--- src/rtl/pin_wake_pkg.sv ---
package pin_wake_pkg;
  localparam int unsigned REG_AW = 2;

  typedef enum logic [REG_AW-1:0] {
    REG_ENABLE = 2'd0,
    REG_EDGE   = 2'd1,
    REG_PEND   = 2'd2,
    REG_CTRL   = 2'd3
  } reg_sel_e;
endpackage

--- src/rtl/pin_sync.sv ---
module pin_sync #(
  parameter int unsigned WIDTH  = 8,
  parameter int unsigned STAGES = 2
) (
  input  logic             clk,
  input  logic             rst_n,
  input  logic [WIDTH-1:0] async_i,
  output logic [WIDTH-1:0] sync_o
);
  logic [WIDTH-1:0] stage_q [STAGES];

  always_ff @(posedge clk or negedge rst_n) begin
    if (!rst_n) stage_q[0] <= '0;
    else        stage_q[0] <= async_i;
  end

  for (genvar s = 1; s < STAGES; s++) begin : g_stage
    always_ff @(posedge clk or negedge rst_n) begin
      if (!rst_n) stage_q[s] <= '0;
      else        stage_q[s] <= stage_q[s-1];
    end
  end

  assign sync_o = stage_q[STAGES-1];
endmodule

--- src/rtl/pin_edge_detect.sv ---
module pin_edge_detect #(
  parameter int unsigned WIDTH = 8
) (
  input  logic             clk,
  input  logic             rst_n,
  input  logic [WIDTH-1:0] level_i,
  input  logic [WIDTH-1:0] fall_sel_i,
  output logic [WIDTH-1:0] event_o
);
  logic [WIDTH-1:0] prev_q;

  always_ff @(posedge clk or negedge rst_n) begin
    if (!rst_n) prev_q <= '0;
    else        prev_q <= level_i;
  end

  for (genvar b = 0; b < WIDTH; b++) begin : g_bit
    logic rise, fall;
    assign rise = ~prev_q[b] &  level_i[b];
    assign fall =  prev_q[b] & ~level_i[b];
    assign event_o[b] = fall_sel_i[b] ? fall : rise;
  end
endmodule

--- src/rtl/pin_wake_regs.sv ---
module pin_wake_regs
  import pin_wake_pkg::*;
#(
  parameter int unsigned WIDTH = 8
) (
  input  logic              clk,
  input  logic              rst_n,
  input  logic              we_i,
  input  logic [REG_AW-1:0] waddr_i,
  input  logic [WIDTH-1:0]  wdata_i,
  input  logic [REG_AW-1:0] raddr_i,
  output logic [WIDTH-1:0]  rdata_o,
  input  logic [WIDTH-1:0]  event_i,
  output logic [WIDTH-1:0]  enable_o,
  output logic [WIDTH-1:0]  fall_sel_o,
  output logic [WIDTH-1:0]  pend_o,
  output logic              gie_o
);
  logic [WIDTH-1:0] enable_q, sel_q, pend_q;
  logic             gie_q;
  logic [WIDTH-1:0] clr_mask;

  assign clr_mask = (we_i && waddr_i == REG_PEND) ? wdata_i : '0;

  always_ff @(posedge clk or negedge rst_n) begin
    if (!rst_n) begin
      enable_q <= '0;
      sel_q    <= '0;
      gie_q    <= 1'b0;
    end else if (we_i) begin
      case (waddr_i)
        REG_ENABLE: enable_q <= wdata_i;
        REG_EDGE:   sel_q    <= wdata_i;
        REG_CTRL:   gie_q    <= wdata_i[0];
        default:    ;
      endcase
    end
  end

  // set has priority over a same-cycle clear
  always_ff @(posedge clk or negedge rst_n) begin
    if (!rst_n) pend_q <= '0;
    else        pend_q <= (pend_q & ~clr_mask) | event_i;
  end

  always_comb begin
    case (raddr_i)
      REG_ENABLE: rdata_o = enable_q;
      REG_EDGE:   rdata_o = sel_q;
      REG_PEND:   rdata_o = pend_q;
      default:    rdata_o = {{(WIDTH-1){1'b0}}, gie_q};
    endcase
  end

  assign enable_o   = enable_q;
  assign fall_sel_o = sel_q;
  assign pend_o     = pend_q;
  assign gie_o      = gie_q;
endmodule

--- src/rtl/pin_wake_unit.sv ---
module pin_wake_unit
  import pin_wake_pkg::*;
#(
  parameter int unsigned WIDTH       = 8,
  parameter int unsigned SYNC_STAGES = 2
) (
  input  logic              clk,
  input  logic              rst_n,
  input  logic [WIDTH-1:0]  pins_i,
  input  logic              reg_we,
  input  logic [REG_AW-1:0] reg_waddr,
  input  logic [WIDTH-1:0]  reg_wdata,
  input  logic [REG_AW-1:0] reg_raddr,
  output logic [WIDTH-1:0]  reg_rdata,
  output logic              wake_o,
  output logic              irq_o
);
  logic [WIDTH-1:0] level_w, event_w, enable_w, fall_sel_w, pend_w;
  logic             gie_w;

  pin_sync #(.WIDTH(WIDTH), .STAGES(SYNC_STAGES)) sync_i (
    .clk(clk), .rst_n(rst_n), .async_i(pins_i), .sync_o(level_w)
  );

  pin_edge_detect #(.WIDTH(WIDTH)) edge_i (
    .clk(clk), .rst_n(rst_n), .level_i(level_w),
    .fall_sel_i(fall_sel_w), .event_o(event_w)
  );

  pin_wake_regs #(.WIDTH(WIDTH)) regs_i (
    .clk(clk), .rst_n(rst_n), .we_i(reg_we), .waddr_i(reg_waddr),
    .wdata_i(reg_wdata), .raddr_i(reg_raddr), .rdata_o(reg_rdata),
    .event_i(event_w), .enable_o(enable_w), .fall_sel_o(fall_sel_w),
    .pend_o(pend_w), .gie_o(gie_w)
  );

  assign wake_o = |(pend_w & enable_w);
  assign irq_o  = wake_o & gie_w;
endmodule

--- config.mk ---
export PLATFORM = sky130hd
export DESIGN_NAME = pin_wake_unit
export DESIGN_NICKNAME = d
export VERILOG_FILES = /design/src/rtl/pin_wake_pkg.sv /design/src/rtl/pin_sync.sv /design/src/rtl/pin_edge_detect.sv /design/src/rtl/pin_wake_regs.sv /design/src/rtl/pin_wake_unit.sv
export SDC_FILE = /design/constraint.sdc
export NUM_CORES = 1
export LEC_CHECK = 0
export ABC_AREA = 0
export ABC_CLOCK_PERIOD_IN_PS = 1200
export CORE_MARGIN = 4
export CORE_UTILIZATION = 47
export CTS_CLUSTER_DIAMETER = 100
export DETAILED_ROUTE_END_ITERATION = 7
export GPL_ROUTABILITY_DRIVEN = 0
export PLACE_DENSITY_LB_ADDON = 0.05
export SLEW_MARGIN = 20
export SYNTH_ARGS = -nofsm -noshare
export SYNTH_HDL_FRONTEND = slang
export SYNTH_SLANG_ARGS = --single-unit
export TNS_END_PERCENT = 5
--- constraint.sdc ---
create_clock -name clk -period 1.2 [get_ports clk]
set_input_delay 0.12 -clock clk [delete_from_list [all_inputs] [get_ports clk]]
set_output_delay 0.12 -clock clk [all_outputs]
set_load 0.02 [all_outputs]
Word level (Yosys, flattened, before mapping)
Cells that the tools add are included.

Register bits: 49. Latch bits: 0. Bits in writable memories: 0. ROM bits: 0. Input port bits: 23. Output and inout port bits: 10. Logic and storage cells: 66. Memories: 0.

Add/sub/neg operators: 0. $mul: 0. Div/mod/pow operators: 0. $lt $le $gt $ge: 0. Equal/unequal tests: 5. Shift operators: 0. Muxes and demuxes: 10. Bitwise logic cells: 37. Reduce and logical (&&, ||, !) cells: 7.

Operator list (count): $pmux 8 s3 (1); $and 1x1->1 (17); $and 8x8->8 (2); $not 1->1 (16); $mux 1 (8); $mux 8 (1); $not 8->8 (1); $or 8x8->8 (1); $reduce_or 8->1 (1); $eq 2x2->1 const B (3); $reduce_and 2->1 (3); $eq 2x1->1 const B (2); $logic_not 2->1 (2); $logic_and 1x1->1 (1).

Longest topological paths before layout
Gate-level depths: netlist (run 1).

Depth after elaboration: 6. Mapped depth: 4.

Hierarchy
From an unflattened synthesis (run 1), not the netlist that was laid out.

Cells, all modules: 153. Area total of the unflattened synthesis: 2063.2 µm².

By module, submodules not included: pin_wake_regs (times used 1, cells an instance 90, area each 1149.9 µm², seq. area each 625.6 µm²); pin_sync (times used 1, cells an instance 24, area each 460.4 µm², seq. area each 400.4 µm²); pin_edge_detect (times used 1, cells an instance 32, area each 376.6 µm², seq. area each 200.2 µm²); pin_wake_unit (times used 1, cells an instance 7, area each 76.3 µm², seq. area each 0.0 µm²).

Worst setup path after synthesis (run 1)
No wires, ideal clock.

Path type: register to output. Start point: register regs_i.enable_q[2] (netlist: regs_i.enable_o[2]). End point: output irq_o. Arrival: 1076 ps. Required time: 1080 ps. Slack: 4 ps. Stages on the path, launching flop included: 4. Path through: dfrtp_1 -> a22o_1 -> a221oi_1 -> a31oi_1.

Longest elaborated chain between the ends: 3.

Ends and longest elaborated chain: start: declaration (line pin_wake_regs.sv:19) `logic [WIDTH-1:0] enable_q, sel_q, pend_q;`; start signal: assignment (line pin_wake_regs.sv:32) `REG_ENABLE: enable_q <= wdata_i;`; $and 8x8->8 (line pin_wake_unit.sv:37) `assign wake_o = |(pend_w & enable_w);`; $reduce_or 8->1 (line pin_wake_unit.sv:37); $and 1x1->1 (line pin_wake_unit.sv:38) `assign irq_o = wake_o & gie_w;`; end: declaration (line pin_wake_unit.sv:16) `output logic irq_o`.

No other way between the ends.

Worst setup path after layout (run 1)
Start point: register regs_i.pend_q[2] (netlist: regs_i.pend_o[2]). End point: output irq_o.

Longest elaborated chain between the ends: 3.

Ends and longest elaborated chain: start: declaration (line pin_wake_regs.sv:19); start signal: assignment (line pin_wake_regs.sv:43) `else pend_q <= (pend_q & ~clr_mask) | event_i;`; $and 8x8->8 (line pin_wake_unit.sv:37); $reduce_or 8->1 (line pin_wake_unit.sv:37); $and 1x1->1 (line pin_wake_unit.sv:38).

No other way between the ends.

==> results of run 1 <==
-- sequential cells by signal (all words and copies together) (netlist names) --
signal	flops
edge_i.prev_q	8
regs_i.enable_o	8
regs_i.fall_sel_o	8
regs_i.pend_o	8
sync_i.stage_q	8
sync_i.sync_o	8
regs_i.gie_o	1
-- layer usage --
layer | part of all wire [%] | track usage (%) | vias to the layer above
met2 | 48 | 28.3 | 48
li1 | - | - | 663
met1 | 45 | 24.0 | 706
met5 | 0 | 0 | -
met3 | 6.0 | 6.17 | 6
met4 | 1.5 | 5.22 | 0
-- stage by stage --
| step | std cells | hold WS, ns | cell area, µm² |
|---|---|---|---|
| global placement | 258 | 0.121 | 2460 |
| CTS | 267 | 0.236 | 2560 |
| finish | 268 | 0.242 | 2580 |
| detailed placement | 258 | 0.131 | 2460 |
| floorplan | 153 | -0.176 | 1880 |
| global route | 268 | 0.238 | 2580 |
-- cell type report --
| type | count | area, µm² | area share [%] |
|---|---|---|---|
| multi-input cells | 96 | 632 | 24.5 |
| clock inverters | 2 | 17.5 | 0.679 |
| well taps | 48 | 60.1 | 2.33 |
| repair buffers | 61 | 538 | 20.9 |
| flip-flops and latches | 49 | 1230 | 47.5 |
| clock buffers | 6 | 82.6 | 3.20 |
| inverters | 6 | 22.5 | 0.873 |
-- cell usage in the layout, fill, tap and decap left out, types with 2 or more instances in the layout --
master and count:
dfrtp_1 49, nand2_1 28, buf_4 28, o21ai_0 17
clkdlybuf4s50_1 17, mux2_2 12, nor2_1 11, mux2i_1 7
clkdlybuf4s15_1 7, inv_1 6, clkbuf_8 6, o211ai_1 5
a221o_1 3, buf_2 3, nand3b_1 2, a22oi_1 2
nand3_1 2, dlymetal6s2s_1 2, dlygate4sd2_1 2
-- worst max path at each step --
stage | cells after the start | end | start | slack (ns)
floorplan | 3 | irq_o | regs_i.enable_o[2]$_DFFE_PN0P_ | 0.004
global placement | 5 | reg_rdata[6] | reg_raddr[0] | -0.72
detailed placement | 5 | reg_rdata[7] | reg_raddr[0] | -0.69
CTS | 4 | irq_o | regs_i.pend_o[2]$_DFF_PN0_ | -0.42
global route | 4 | irq_o | regs_i.enable_o[2]$_DFFE_PN0P_ | -0.55
finish | 4 | irq_o | regs_i.pend_o[2]$_DFF_PN0_ | -0.41
-- power breakdown --
group          total [W]  internal (W)  leakage, nW  switching [W]
combinational   0.000812      0.000443        0.560       0.000369
sequential       0.00196       0.00183        0.563       0.000124
clock            0.00104      0.000479       0.0518       0.000562
total            0.00381       0.00275         1.17        0.00105
-- timing repair --
action                                  in CTS  in global routing
gates resized for setup                     30                  3
setup buffers                                0                  1
endpoints found under the setup margin      12                 28
hold buffers                                 1                  0
endpoints found under the hold margin       49                  0
pin swaps                                    0                  2
-- critical path, stage by stage (launching register included) --
cell and delay [ns]:
dfrtp_1 0.41, a22o_1 0.23, a221oi_2 0.22, a31oi_1 0.15, buf_4 0.18
-- cells by family (layout without fill, tap and decap cells) --
group | count (synthesis) | after routing | share of synthesized area [%]
DFF | 49 | 49 | 65.1
and+or+nand+nor | 46 | 46 | 11.0
AOI/OAI and AO/OA | 30 | 30 | 10.2
muxes | 20 | 20 | 12.1
buffers and inverters | 8 | 75 | 1.73
==> flow_summary.ini, run 1 <==
[status]
outcome = complete, but fails checks
failed_checks = setup timing

[layout]
final_nets = 242
finish.utilization_pct = 68.4
area_growth_pct = 36.9
antenna_cells = 0
fill_cells = 266
drive_gt1_share_pct = 25.5

[synthesis]
synth.ff_latch_count = 49
synth.net_count = 176
ys_seq_area_share_pct = 65.1
postSynthCellCount = 153
synth_edf_count = 0
netlist_top_cells_count = dfrtp_1, nand2_1, o21ai_0
synth_top_cells_by_area = dfrtp_1, mux2_2, nand2_1, o21ai_0, mux2i_1
synthFlopType = dfrtp_1
synth_top_area_cell = dfrtp_1
yosysTopAreaCellShare_pct = 65.1
netlist_area_um2 = 1880
post-synth-top-count-cell = dfrtp_1
ys_warn_count = 0
synthArstFlopShare_pct = 100
synth.avg_cell_area_um2 = 12.3
synth_cell_type_count = 20

[detailed_routing]
wirelength_mm = 4.15
ant_nets = 0
post_drt_wl_per_cell_um = 15.5
drtPass1Iterations = 4
viasPerCell = 5.31
vias = 1423
drt-initial-drc-count = 80
route.detailed.drc = 0

[timing]
drv_slew = 0
finalSetupViolCount = 10
layout_setup_ws_ns = -0.411
setup-tns-final_ns = -3.66
hold_viol_final = 0
fmax_mhz = 621
finalCritPeriodShare_pct = 134
rsz0062_at_grt = true
worst_pin_slew_ns = 0.292
finalClockSkew_ns = 0.00726
relSlewSlack_pct = 80.5
min_period_ns = 1.61

[setup_path]
path_max_fanout = 3
arrival_ns = 1.49
rr_startpoint = regs_i.fall_sel_o[7]$_DFFE_PN0P_
reg2regPathDepth = 4
end_kind = primary output
ff2ff_setup_slack_ns = 0.19
required_ns = 1.08
worst_setup_path_start_kind = flip-flop
worstSetupPathType = flip-flop to primary output
worstReg2RegEnd = regs_i.pend_o[7]$_DFF_PN0_

[floorplan]
initial_utilization_pct = 50.0
die-area_um2 = 5090
fp-row-count = 22
die_y_um = 71.3
core_um2 = 3770
dieWidth_um = 71.3
io_pins = 33

[global_routing]
grt_usage_pct = 18.1
grt_pass1_wl_mm = 7.08
antenna_found_initial = 0
grt_max_degree = 50
grt.overflow.total = 0
grt_pass1_vias = 1481

[power_and_ir_drop]
ir_worst_vdd_uv = 1130
power_w = 0.00381
p_leak_nw = 1.17
cellPowerDensity_nw_per_um2 = 1480

[placed_design]
numPortBuffers = 32
hpwl_mm = 2.98
pre_cts_ws_ns = -0.694

[worst_hold_path]
hp-start = pins_i[4]
hold_path_end = sync_i.stage_q[12]$_DFF_PN0_
whs_path_depth = 1
hp-class = input port to flip-flop

[clocking]
tritoncts = done
clock_path_buffers = 2
insertion_delay_ns = 0.30
clock_sinks = 49
h-tree-depth = 2
cts-root-buf = clkbuf_8
clk_pin_slew_worst_paths_ns = 0.09
numCtsBuffers = 5

[flow_run]
max_cap_violations = 0
Power figures use the tool's default switching activity.
==> inputs of run 2 (changes only) <==
- SLEW_MARGIN: 20 -> not set
==> results of run 2 <==
Final layout, timing and power as in run 1 (identical DEF).
==> inputs of run 3 (changes only) <==
- CORE_UTILIZATION: 47 -> 51
==> flow_summary.ini, run 3 (synthesis gave the netlist of run 1 again) <==
[setup_path]
worstReg2RegEnd = regs_i.pend_o[0]$_DFF_PN0_
end_kind = primary output
reg2regPathDepth = 4
required_ns = 1.08
path_max_fanout = 2
rr_startpoint = regs_i.fall_sel_o[0]$_DFFE_PN0P_
arrival_ns = 1.51
worst_setup_path_start_kind = flip-flop
worstSetupPathType = flip-flop to primary output
ff2ff_setup_slack_ns = 0.19

[placed_design]
numPortBuffers = 32
hpwl_mm = 2.97
pre_cts_ws_ns = -0.727

[global_routing]
grt_max_degree = 50
antenna_found_initial = 0
grt_pass1_wl_mm = 6.93
gr-usage-met3_pct = 7.29
use_met2_pct = 33.7
grt_pass1_vias = 1572
grt_busiest_layer = met2
grt_util_met1_pct = 24.1
grt.overflow.total = 0
grt_usage_pct = 20.7

[timing]
min_period_ns = 1.63
worst_pin_slew_ns = 0.329
finalCritPeriodShare_pct = 136
finalSetupViolCount = 10
setup-tns-final_ns = -2.60
finalClockSkew_ns = 0.00456
layout_setup_ws_ns = -0.434
relSlewSlack_pct = 78.0
hold_viol_final = 0
fmax_mhz = 612
drv_slew = 0
rsz0062_at_grt = true

[layout]
multi_input_area_um2 = 647
final_cell_mix = dfrtp_1, nand2_1, buf_4
regArea_um2 = 1230
drive_gt1_share_pct = 29.3
final_common_cell = dfrtp_1
final_nets = 244
antenna_cells = 0
area_growth_pct = 37.1
fill_cells = 223

[detailed_routing]
vias = 1453
route.detailed.drc = 0
viasPerCell = 5.42
post_drt_wl_per_cell_um = 15.6
drt-initial-drc-count = 76
wirelength_mm = 4.19
drtPass1Iterations = 4
ant_nets = 0

[clocking]
h-tree-depth = 2
clock_sinks = 49
cts-root-buf = clkbuf_8
numCtsBuffers = 5
clk_pin_slew_worst_paths_ns = 0.09
clock_path_buffers = 2
insertion_delay_ns = 0.31
cts_setup_buffers = 0
tritoncts = done

[worst_hold_path]
hp-start = pins_i[7]
whs_path_depth = 1
hp-class = input port to flip-flop
hold_path_end = sync_i.stage_q[15]$_DFF_PN0_

[status]
outcome = complete, but fails checks
failed_checks = setup timing

[power_and_ir_drop]
cellPowerDensity_nw_per_um2 = 1460
power_w = 0.00376
p_leak_nw = 1.18
ir_worst_vdd_uv = 845

[floorplan]
die_y_um = 68.8
dieWidth_um = 68.8
core_um2 = 3440
io_pins = 33
die-area_um2 = 4730
initial_utilization_pct = 54.7
fp-row-count = 21

[flow_run]
max_cap_violations = 0
-- run 3: how the worst max path moves through the flow --
stage	start	end	cells after the start
after floorplan	regs_i.enable_o[2]$_DFFE_PN0P_	irq_o	3
after global placement	reg_raddr[0]	reg_rdata[0]	3
after detailed placement	reg_raddr[0]	reg_rdata[4]	5
after CTS	regs_i.enable_o[2]$_DFFE_PN0P_	irq_o	4
after global routing	regs_i.enable_o[2]$_DFFE_PN0P_	irq_o	4
final	regs_i.enable_o[2]$_DFFE_PN0P_	wake_o	4
-- run 3: worst max-delay path: stages, from the launching register on --
cell and delay, ns:
dfrtp_1 0.40, a22o_1 0.24, a221oi_2 0.24, nand3_1 0.14, buf_2 0.18
-- run 3: final cells by class --
cell class / instances / share of cell area, %
clock buffers: 5 / 2.66
repair buffers: 63 / 20.8
well taps: 46 / 2.23
flip-flops and latches: 49 / 47.5
clock inverters: 3 / 0.872
multi-input cells: 96 / 25.0
inverters: 6 / 0.872
-- run 3: through the flow --
stage / hold WS [ns] / instance area, µm² / util (%) / cells
after floorplan: -0.176 / 1880 / - / 153
after CTS: 0.228 / 2570 / 74.6 / 268
after detailed placement: 0.137 / 2480 / 72.2 / 259
after global routing: 0.217 / 2580 / 75.0 / 268
after global placement: 0.119 / 2480 / 72.2 / 259
final: 0.235 / 2580 / 75.0 / 268
-- run 3: what timing repair did --
action	4_1_cts	5_1_grt
pin swaps	1	3
hold buffers	1	0
hold endpoints to repair	49	0
setup endpoints to repair	13	25
resized for setup	39	20
-- run 3: routing by layer --
layer | wire, µm | vias up
li1 | - | 669
met1 | 1710 | 730
met2 | 2100 | 44
met3 | 278 | 10
met4 | 92 | 0
met5 | 0 | -
-- run 3: power by group --
| group | leakage (nW) | internal [W] | total, W | switching, W |
|---|---|---|---|---|
| registers | 0.563 | 0.00183 | 0.00196 | 0.000126 |
| logic | 0.570 | 0.000447 | 0.000824 | 0.000377 |
| clock network | 0.0481 | 0.000414 | 0.000977 | 0.000563 |
| total | 1.18 | 0.00269 | 0.00376 | 0.00107 |
